[src/rtl/rcc_pkg.sv]
package rcc_pkg;
  localparam int unsigned OFS_W = 12;

  localparam logic [OFS_W-1:0] A_CFG      = 12'h000;
  localparam logic [OFS_W-1:0] A_POI_KEY  = 12'h004;
  localparam logic [OFS_W-1:0] A_POR_KEY  = 12'h008;
  localparam logic [OFS_W-1:0] A_CAUSE    = 12'h00C;
  localparam logic [OFS_W-1:0] A_CAUSE_CL = 12'h010;
  localparam logic [OFS_W-1:0] A_TRC      = 12'h014;
  localparam logic [OFS_W-1:0] A_IRQ_EN   = 12'h200;
  localparam logic [OFS_W-1:0] A_IRQ_ST   = 12'h204;
  localparam logic [OFS_W-1:0] A_IRQ_CLR  = 12'h208;
  localparam logic [OFS_W-1:0] A_IRQ_SET  = 12'h20C;

  // cause register bit positions
  localparam int unsigned CAUSE_N = 7;
  localparam int unsigned C_EXT = 0;
  localparam int unsigned C_PWR = 1;
  localparam int unsigned C_BOD = 2;
  localparam int unsigned C_SWR = 3;
  localparam int unsigned C_POI = 4;
  localparam int unsigned C_DBG = 5;
  localparam int unsigned C_WDT = 6;

  typedef struct packed {
    logic wdt_en;  // bit 1
    logic bod_en;  // bit 0
  } cfg_t;
endpackage

[src/rtl/rcc_key_match.sv]
module rcc_key_match #(
  parameter int unsigned KEY_W = 8,
  parameter logic [KEY_W-1:0] KEY = '0
) (
  input  logic             wr_hit,
  input  logic [KEY_W-1:0] key_byte,
  output logic             match
);
  assign match = wr_hit && (key_byte == KEY);
endmodule

[src/rtl/rcc_cause_latch.sv]
module rcc_cause_latch #(
  parameter int unsigned N = 7,
  parameter logic [N-1:0] PWR_MASK = '0
) (
  input  logic         clk,
  input  logic         por,
  input  logic [N-1:0] set_vec,
  input  logic         clr_all,
  output logic [N-1:0] stat
);
  for (genvar i = 0; i < N; i++) begin : g_bit
    logic bit_q;
    always_ff @(posedge clk) begin
      if (por)             bit_q <= PWR_MASK[i];
      else if (set_vec[i]) bit_q <= 1'b1;   // a live source beats the clear
      else if (clr_all)    bit_q <= 1'b0;
    end
    assign stat[i] = bit_q;
  end
endmodule

[src/rtl/rcc_bod_irq.sv]
module rcc_bod_irq (
  input  logic clk,
  input  logic por,
  input  logic bod_i,
  input  logic en_wr,
  input  logic set_wr,
  input  logic clr_wr,
  input  logic wbit,
  output logic en_q,
  output logic st_q,
  output logic irq_o
);
  logic bod_d;
  logic rise;

  assign rise = bod_i && !bod_d;

  always_ff @(posedge clk) begin
    if (por) begin
      bod_d <= 1'b0;
      en_q  <= 1'b0;
      st_q  <= 1'b0;
    end else begin
      bod_d <= bod_i;
      if (en_wr) en_q <= wbit;
      if (rise || (set_wr && wbit)) st_q <= 1'b1;
      else if (clr_wr && wbit)      st_q <= 1'b0;
    end
  end

  assign irq_o = en_q && st_q;
endmodule

[src/rtl/rcc_top.sv]
module rcc_top
  import rcc_pkg::*;
#(
  parameter int unsigned ADDR_W = 12,
  parameter int unsigned DATA_W = 32,
  parameter int unsigned KEY_W  = 8,
  parameter logic [KEY_W-1:0] POI_KEY = 'h1B,
  parameter logic [KEY_W-1:0] POR_KEY = 'hD4
) (
  input  logic              clk,
  input  logic              por_i,
  input  logic              ext_rst_i,
  input  logic              bod_i,
  input  logic              wdt_req_i,
  input  logic              dbg_req_i,
  input  logic              sys_req_i,
  input  logic [ADDR_W-1:0] addr_i,
  input  logic              wr_en_i,
  input  logic [DATA_W-1:0] wdata_i,
  input  logic              rd_en_i,
  output logic [DATA_W-1:0] rdata_o,
  output logic              por_rst_o,
  output logic              poi_rst_o,
  output logic              trc_rst_o,
  output logic              bod_irq_o
);
  localparam int unsigned CN = CAUSE_N;
  localparam logic [CN-1:0] PWR_MASK = CN'(1) << C_PWR;

  // write decode
  logic hit_cfg, hit_poi, hit_por, hit_clr, hit_trc;
  logic hit_ien, hit_iclr, hit_iset;
  assign hit_cfg  = wr_en_i && (addr_i == ADDR_W'(A_CFG));
  assign hit_poi  = wr_en_i && (addr_i == ADDR_W'(A_POI_KEY));
  assign hit_por  = wr_en_i && (addr_i == ADDR_W'(A_POR_KEY));
  assign hit_clr  = wr_en_i && (addr_i == ADDR_W'(A_CAUSE_CL));
  assign hit_trc  = wr_en_i && (addr_i == ADDR_W'(A_TRC));
  assign hit_ien  = wr_en_i && (addr_i == ADDR_W'(A_IRQ_EN));
  assign hit_iclr = wr_en_i && (addr_i == ADDR_W'(A_IRQ_CLR));
  assign hit_iset = wr_en_i && (addr_i == ADDR_W'(A_IRQ_SET));

  logic unused_wdata_hi;
  assign unused_wdata_hi = ^wdata_i[DATA_W-1:KEY_W];

  // configuration and trace reset
  cfg_t cfg_q;
  logic trc_q;
  always_ff @(posedge clk) begin
    if (por_i) begin
      cfg_q <= '0;
      trc_q <= 1'b0;
    end else begin
      if (hit_cfg) cfg_q <= cfg_t'(wdata_i[1:0]);
      if (hit_trc) trc_q <= wdata_i[0];
    end
  end

  // software keys
  logic poi_match, por_match;
  rcc_key_match #(.KEY_W(KEY_W), .KEY(POI_KEY)) u_poi_key (
    .wr_hit(hit_poi), .key_byte(wdata_i[KEY_W-1:0]), .match(poi_match)
  );
  rcc_key_match #(.KEY_W(KEY_W), .KEY(POR_KEY)) u_por_key (
    .wr_hit(hit_por), .key_byte(wdata_i[KEY_W-1:0]), .match(por_match)
  );

  // gated hardware sources
  logic bod_go, wdt_go;
  assign bod_go = bod_i && cfg_q.bod_en;
  assign wdt_go = wdt_req_i && cfg_q.wdt_en;

  // cause register
  logic [CN-1:0] set_vec;
  logic [CN-1:0] stat_q;
  always_comb begin
    set_vec        = '0;
    set_vec[C_EXT] = ext_rst_i;
    set_vec[C_BOD] = bod_go;
    set_vec[C_SWR] = por_match || sys_req_i;
    set_vec[C_POI] = poi_match;
    set_vec[C_DBG] = dbg_req_i;
    set_vec[C_WDT] = wdt_go;
  end

  rcc_cause_latch #(.N(CN), .PWR_MASK(PWR_MASK)) u_cause (
    .clk(clk), .por(por_i), .set_vec(set_vec),
    .clr_all(hit_clr && wdata_i[0]), .stat(stat_q)
  );

  // brownout interrupt
  logic irq_en, irq_st;
  rcc_bod_irq u_irq (
    .clk(clk), .por(por_i), .bod_i(bod_i),
    .en_wr(hit_ien), .set_wr(hit_iset), .clr_wr(hit_iclr),
    .wbit(wdata_i[0]), .en_q(irq_en), .st_q(irq_st), .irq_o(bod_irq_o)
  );

  // reset pulse outputs
  logic por_rst_q, poi_rst_q;
  always_ff @(posedge clk) begin
    if (por_i) begin
      por_rst_q <= 1'b1;
      poi_rst_q <= 1'b0;
    end else begin
      por_rst_q <= ext_rst_i || sys_req_i || bod_go || wdt_go || por_match;
      poi_rst_q <= poi_match || dbg_req_i;
    end
  end
  assign por_rst_o = por_rst_q;
  assign poi_rst_o = poi_rst_q;
  assign trc_rst_o = trc_q;

  // registered read
  logic [DATA_W-1:0] rd_mux, rdata_q;
  always_comb begin
    rd_mux = '0;
    case (addr_i)
      ADDR_W'(A_CFG):    rd_mux[1:0]    = cfg_q;
      ADDR_W'(A_CAUSE):  rd_mux[CN-1:0] = stat_q;
      ADDR_W'(A_TRC):    rd_mux[0]      = trc_q;
      ADDR_W'(A_IRQ_EN): rd_mux[0]      = irq_en;
      ADDR_W'(A_IRQ_ST): rd_mux[0]      = irq_st;
      default: ;
    endcase
  end

  always_ff @(posedge clk) begin
    if (por_i)        rdata_q <= '0;
    else if (rd_en_i) rdata_q <= rd_mux;
    else              rdata_q <= '0;
  end
  assign rdata_o = rdata_q;
endmodule

[config.mk]
export PLATFORM = sky130hd
export DESIGN_NAME = rcc_top
export DESIGN_NICKNAME = d
export VERILOG_FILES = /design/src/rtl/rcc_pkg.sv /design/src/rtl/rcc_key_match.sv /design/src/rtl/rcc_cause_latch.sv /design/src/rtl/rcc_bod_irq.sv /design/src/rtl/rcc_top.sv
export SDC_FILE = /design/constraint.sdc
export NUM_CORES = 1
export LEC_CHECK = 0
export ABC_AREA = 0
export BUFFER_PORTS_ARGS = -buffer_cell sky130_fd_sc_hd__buf_2
export CORE_AREA = 2 2 49 74
export CTS_CLUSTER_SIZE = 8
export DETAILED_ROUTE_END_ITERATION = 8
export DIE_AREA = 0 0 51 76
export PLACE_DENSITY = 0.76
export SYNTH_ARGS = -nofsm -noshare
export SYNTH_HDL_FRONTEND = slang
export SYNTH_HIERARCHICAL = 1
export SYNTH_SLANG_ARGS = --single-unit
[constraint.sdc]
create_clock -name clk -period 1.77 [get_ports clk]
set_input_delay 0.0885 -clock clk [delete_from_list [all_inputs] [get_ports clk]]
set_output_delay 0.0885 -clock clk [all_outputs]
set_load 0.005 [all_outputs]
==> flow_metrics.tcl, run 1 <==
set metrics [dict create \
    run_status "finished clean" \
    ys_warn_count 6 \
    synth.yosys.seq_area_share_pct 34.1 \
    max_stage_delay_ns 0.40 \
    hpwl_um 1850 \
    fillCellCount 361 \
    top_layer_used "met4" \
    final_common_cell "buf_2" \
    tns_ns 0 \
    hold_violations 0 \
    path_max_fanout 5 \
    fin_skew_ns 0.00523 \
    numPortBuffers 39 \
    grt_usage_pct 12.2 \
    switchingPower_mw 0.220 \
    syn_area_per_cell_um2 8.78 \
    clkPwrFrac_pct 32.7 \
    htree_levels 1 \
    slew_viol_final 0 \
    rows 26 \
    syn_inst 147 \
    cts_tree "built" \
    yosys.area.top_type_share_pct 34.1 \
    synthTopCellsByArea "dfxtp_1, buf_4, and2_1" \
    slowest_stage "nor4_4" \
    ant_nets 0 \
    clock-root-buffer "clkbuf_8" \
    netlist_area_um2 1290 \
    fmax_ghz 0.718 \
    first_pass_iters 4 \
    hold_path.class "in -> reg" \
    core-area_um2 3290 \
    cts_buffers 3 \
    fin_crit_ns 1.39 \
    grt_pass1_wl_um 3610 \
    globalplace.congestion 0.745 \
    dr_wl_met2_um 1140 \
    dieArea_um2 3880 \
    r2r_slack_ns 0.68 \
    final_cell_mix "buf_2, conb_1, dfxtp_1" \
    crit_path_end_kind "flop" \
    grt_max_degree 17 \
    pin_count 89 \
    criticalPathCategory "in -> reg" \
    layout-drive-gt1-share_pct 30.8 \
    finalWirelength_um 2300 \
    route.detailed.drc 0 \
    post-cts-setup-buffer-count 0 \
    cp.required_ns 1.97 \
    avgRoutedWirePerCell_um 10.3 \
    synth_top_cell_by_area "dfxtp_1" \
    cts_resized 0 \
    powerDensity_nw_per_um2 644 \
    worstPathArrival_ns 1.59 \
    final_area_um2 1430 \
    setup-violations-final 0 \
    first_iter_violations 11 \
    internal_power_mw 0.704 \
    clk_latency_ns 0.26 \
    wl_met3_um 203 \
    rsz0062_at_grt "false" \
    ys_seq_elements 22 \
    period_share_pct 78.7 \
    start_util_pct 39.3 \
    grt_pass1_vias 849 \
    die-height_um 76 \
    p_leak_nw 0.693 \
    nets 237 \
    comb_power_share_pct 12.2 \
    via_per_inst 4.50 \
    vias 1008 \
    start_kind "input pin" \
    antenna_found_initial 0 \
    cts.hold.buffers_added 0 \
    placedInstanceArea_um2 1390 \
    clock-sinks 22 \
    p_sw_share_pct 23.8 \
    die_x_um 51 \
    path_common_cell "and3_1" \
    clk_path_buf_depth 2 \
    diodes 0 \
    clk_pin_slew_ns 0.08 \
    drv_cap 0 \
    syn_to_final_growth_pct 11.0 \
    seq_power_share_pct 55.1 \
    yosysUniqueCellTypes 36 \
    cp_cell_sequence "buf_2 > nor4_4 > and3_1 > and3_1 > nand4bb_1 > nor4b_2 > inv_1 > a21oi_1" \
    hold_ws_ns 0.0584 \
    grt_overflow_total 0 \
    wl_met1_um 909 \
    vdd.ir_drop.worst_mv 0.379 \
]
-- layer usage --
metal	vias up	GRT usage, %
met3	5	1.96
met2	49	22.2
met5	-	0
met4	0	5.68
li1	509	-
met1	445	13.3
-- cells in the mapped netlist --
master and number:
nor4b_1 1, nor3b_1 2, dfxtp_1 22, inv_1 7, nor3_2 1, nand2b_1 6
a21bo_1 1, conb_1 1, and4bb_2 2, nand4_2 1, or2b_1 1, or2_2 1
nand4_1 3, o21ai_0 2, and2_1 7, nor3_1 3, nand4bb_1 1, nor4_4 1
nor4_2 1, nand2_1 5, a21oi_1 8, and3_1 4, a41o_1 1, mux2i_1 4
mux2_2 1, nor3_4 1, nand3b_1 2, nor2_2 1, nor2b_1 2, or4b_1 1
nor2_1 11, nor4b_2 1, a31oi_1 1, and2_2 1, nand3_1 5, buf_4 34
-- critical path, delay by kind of cell --
kind                   cells  cell delay (ns)
AO/OA/AOI/OAI              1             0.11
buffers and inverters      2             0.19
AND/OR/NAND/NOR            5             1.20
-- registers in the layout, summed over array words and instances (netlist names) --
| name | count |
|---|---|
| por_rst_o | 1 |
| u_irq/st_q | 1 |
| rdata_o | 7 |
| u_irq/en_q | 1 |
| trc_rst_o | 1 |
| u_irq/bod_d | 1 |
| cfg_q | 2 |
| u_cause/g_bit.bit_q | 7 |
| poi_rst_o | 1 |
-- logic make-up (layout without fill, tap and decap cells) --
group	after synthesis	after routing	share of synthesized area (%)
and+or+nand+nor	65	65	33.9
other	1	26	0.290
AOI/OAI and AO/OA	13	13	5.91
muxes	5	5	3.97
buffers and inverters	41	51	21.8
DFF	22	22	34.1
-- final cells by class --
class / instances / area [um2] / share of cell area (%)
Multi-Input combinational cell: 109 / 663 / 46.2
Sequential cell: 22 / 440 / 30.7
Timing Repair Buffer: 41 / 210 / 14.7
Tap cell: 42 / 52.6 / 3.66
Clock buffer: 3 / 41.3 / 2.88
Inverter: 7 / 26.3 / 1.83
-- path summary, 6_finish.rpt --
path / endpoint / startpoint / cells after the start
setup / recovery: u_cause/g_bit[4].bit_q / addr_i[8] / 8
hold / removal: poi_rst_o / dbg_req_i / 3
setup reg to reg: por_rst_o / cfg_q[1] / 2
hold reg to reg: rdata_o[4] / u_cause/g_bit[4].bit_q / 1
-- per-stage QoR --
stage | setup slack (ns) | total power, mW | cells | utilization, %
floorplan | 0.301 | 0.618 | 172 | -
global placement | 0.131 | 0.631 | 221 | 42.4
detailed placement | 0.111 | 0.633 | 221 | 42.4
CTS | 0.383 | 0.932 | 224 | 43.6
global route | 0.178 | 0.960 | 224 | 43.6
finish | 0.377 | 0.923 | 224 | 43.6
-- power groups by stage --
stage | registers (mW) | clock network (mW) | logic, mW
2_1_floorplan | 0.520 | 0 | 0.0985
3_3_place_gp | 0.520 | 0 | 0.111
3_5_place_dp | 0.520 | 0 | 0.113
4_1_cts | 0.508 | 0.311 | 0.113
5_1_grt | 0.509 | 0.324 | 0.127
6_report | 0.508 | 0.302 | 0.113
(Power assumes the default switching activity.)
==> run 2: changes to the inputs <==
Clock period 1.77 ns to 1.4 ns, I/O delays scaled along.
==> flow_metrics.tcl, run 2 (same netlist as run 1, synthesis figures left out) <==
set metrics [dict create \
    globalplace.congestion 0.800 \
    cp.required_ns 1.61 \
    tns_ns 0 \
    grt_pass1_vias 977 \
    avgRoutedWirePerCell_um 11.1 \
    reg2reg_to "por_rst_o" \
    worstHoldStart "bod_i" \
    path_max_fanout 2 \
    nets 248 \
    final_util_pct 48.0 \
    fin_skew_ns 0.00130 \
    clk_pin_slew_ns 0.08 \
    cts_tree "built" \
    clock-sinks 22 \
    numPortBuffers 39 \
    cp_cell_sequence "buf_2 > nor4_4 > and3_1 > and3_1 > nand4bb_1 > nor4b_2 > inv_1 > a21oi_2" \
    r2r_start "cfg_q[0]" \
    start_util_pct 39.3 \
    fmax_ghz 0.775 \
    hold_depth 2 \
    ant_nets 0 \
    clock-root-buffer "clkbuf_8" \
    hpwl_um 2100 \
    htree_levels 1 \
    rows 26 \
    stdcell_count 236 \
    dieArea_um2 3880 \
    final_area_um2 1580 \
    die_x_um 51 \
    route.detailed.drc 0 \
    rr_worst_depth 2 \
    hold_end "u_irq/bod_d" \
    powerDensity_nw_per_um2 898 \
    fillCellCount 346 \
    vias 1062 \
    slew_viol_final 0 \
    hold_ws_ns 0.0349 \
    syn_to_final_growth_pct 22.2 \
    setup-violations-final 0 \
    core-area_um2 3290 \
    dp.cells 232 \
    final_common_cell "buf_2" \
    placedInstanceArea_um2 1480 \
    period_share_pct 92.2 \
    antenna_found_initial 0 \
    worstPathArrival_ns 1.50 \
    via_per_inst 4.50 \
    rsz0062_at_grt "true" \
    clk_latency_ns 0.27 \
    die-height_um 76 \
    grt_overflow_total 0 \
    first_pass_iters 4 \
    hold_path.class "in -> reg" \
    first_iter_violations 16 \
    clk_path_buf_depth 2 \
    slowest_stage "nor4b_2" \
    layout-drive-gt1-share_pct 35.6 \
    place_ws_ns -0.148 \
    setup_ws_ns 0.110 \
    r2r_slack_ns 0.31 \
    cts_resized 0 \
    grt_max_degree 14 \
    start_kind "input pin" \
    pin_count 89 \
    drv_cap 0 \
    cts_buffers 3 \
    post-cts-setup-buffer-count 0 \
    total_power_mw 1.42 \
    criticalPathCategory "in -> reg" \
    p_leak_nw 0.769 \
    diodes 0 \
    run_status "finished clean" \
    hold_violations 0 \
    max_stage_delay_ns 0.34 \
    final_cell_mix "buf_2, conb_1, dfxtp_1" \
    fin_crit_ns 1.29 \
    grt_pass1_wl_um 3910 \
    grt_usage_pct 13.3 \
    finalWirelength_um 2610 \
    crit_path_end_kind "flop" \
    vdd.ir_drop.worst_mv 0.529 \
    cts.hold.buffers_added 0 \
    path_common_cell "and3_1" \
]
## run 2: how the worst max path moves through the flow
stage                    start                endpoint  slack [ns]
finish               addr_i[1]  u_cause/g_bit[4].bit_q        0.11
CTS                  addr_i[8]  u_cause/g_bit[4].bit_q        0.13
global route        addr_i[10]  u_cause/g_bit[4].bit_q       -0.05
floorplan            addr_i[8]  u_cause/g_bit[4].bit_q        0.03
global placement     addr_i[1]  u_cause/g_bit[4].bit_q       -0.11
detailed placement   addr_i[8]  u_cause/g_bit[4].bit_q       -0.15
## run 2: power breakdown
group | leakage [nW] | internal (mW) | total (mW) | switching [mW]
clock network | 0.0357 | 0.382 | 0.598 | 0.216
registers | 0.179 | 0.638 | 0.643 | 0.00527
logic | 0.554 | 0.0838 | 0.175 | 0.0914
total | 0.769 | 1.10 | 1.42 | 0.312
## run 2: routing by layer
layer  vias up  routed length, um  track usage [%]
li1        536                  -                -
met1       466               1010             13.9
met2        51               1310             23.8
met3         9                193             1.76
met4         0                 89             8.38
met5         -                  0                0
## run 2: critical path, delay by kind of cell
kind / cells / cell delay (ns)
buffers and inverters: 2 / 0.21
and+or+nand+nor: 5 / 1.09
AOI/OAI and AO/OA: 1 / 0.13
## run 2: layout make-up
cell class / count / area [um2] / area share [%]
Inverter: 7 / 26.3 / 1.67
Timing Repair Buffer: 52 / 309 / 19.6
Tap cell: 42 / 52.6 / 3.33
Multi-Input combinational cell: 109 / 678 / 43.0
Clock inverter: 1 / 30.0 / 1.90
Sequential cell: 22 / 440 / 27.9
Clock buffer: 3 / 41.3 / 2.62
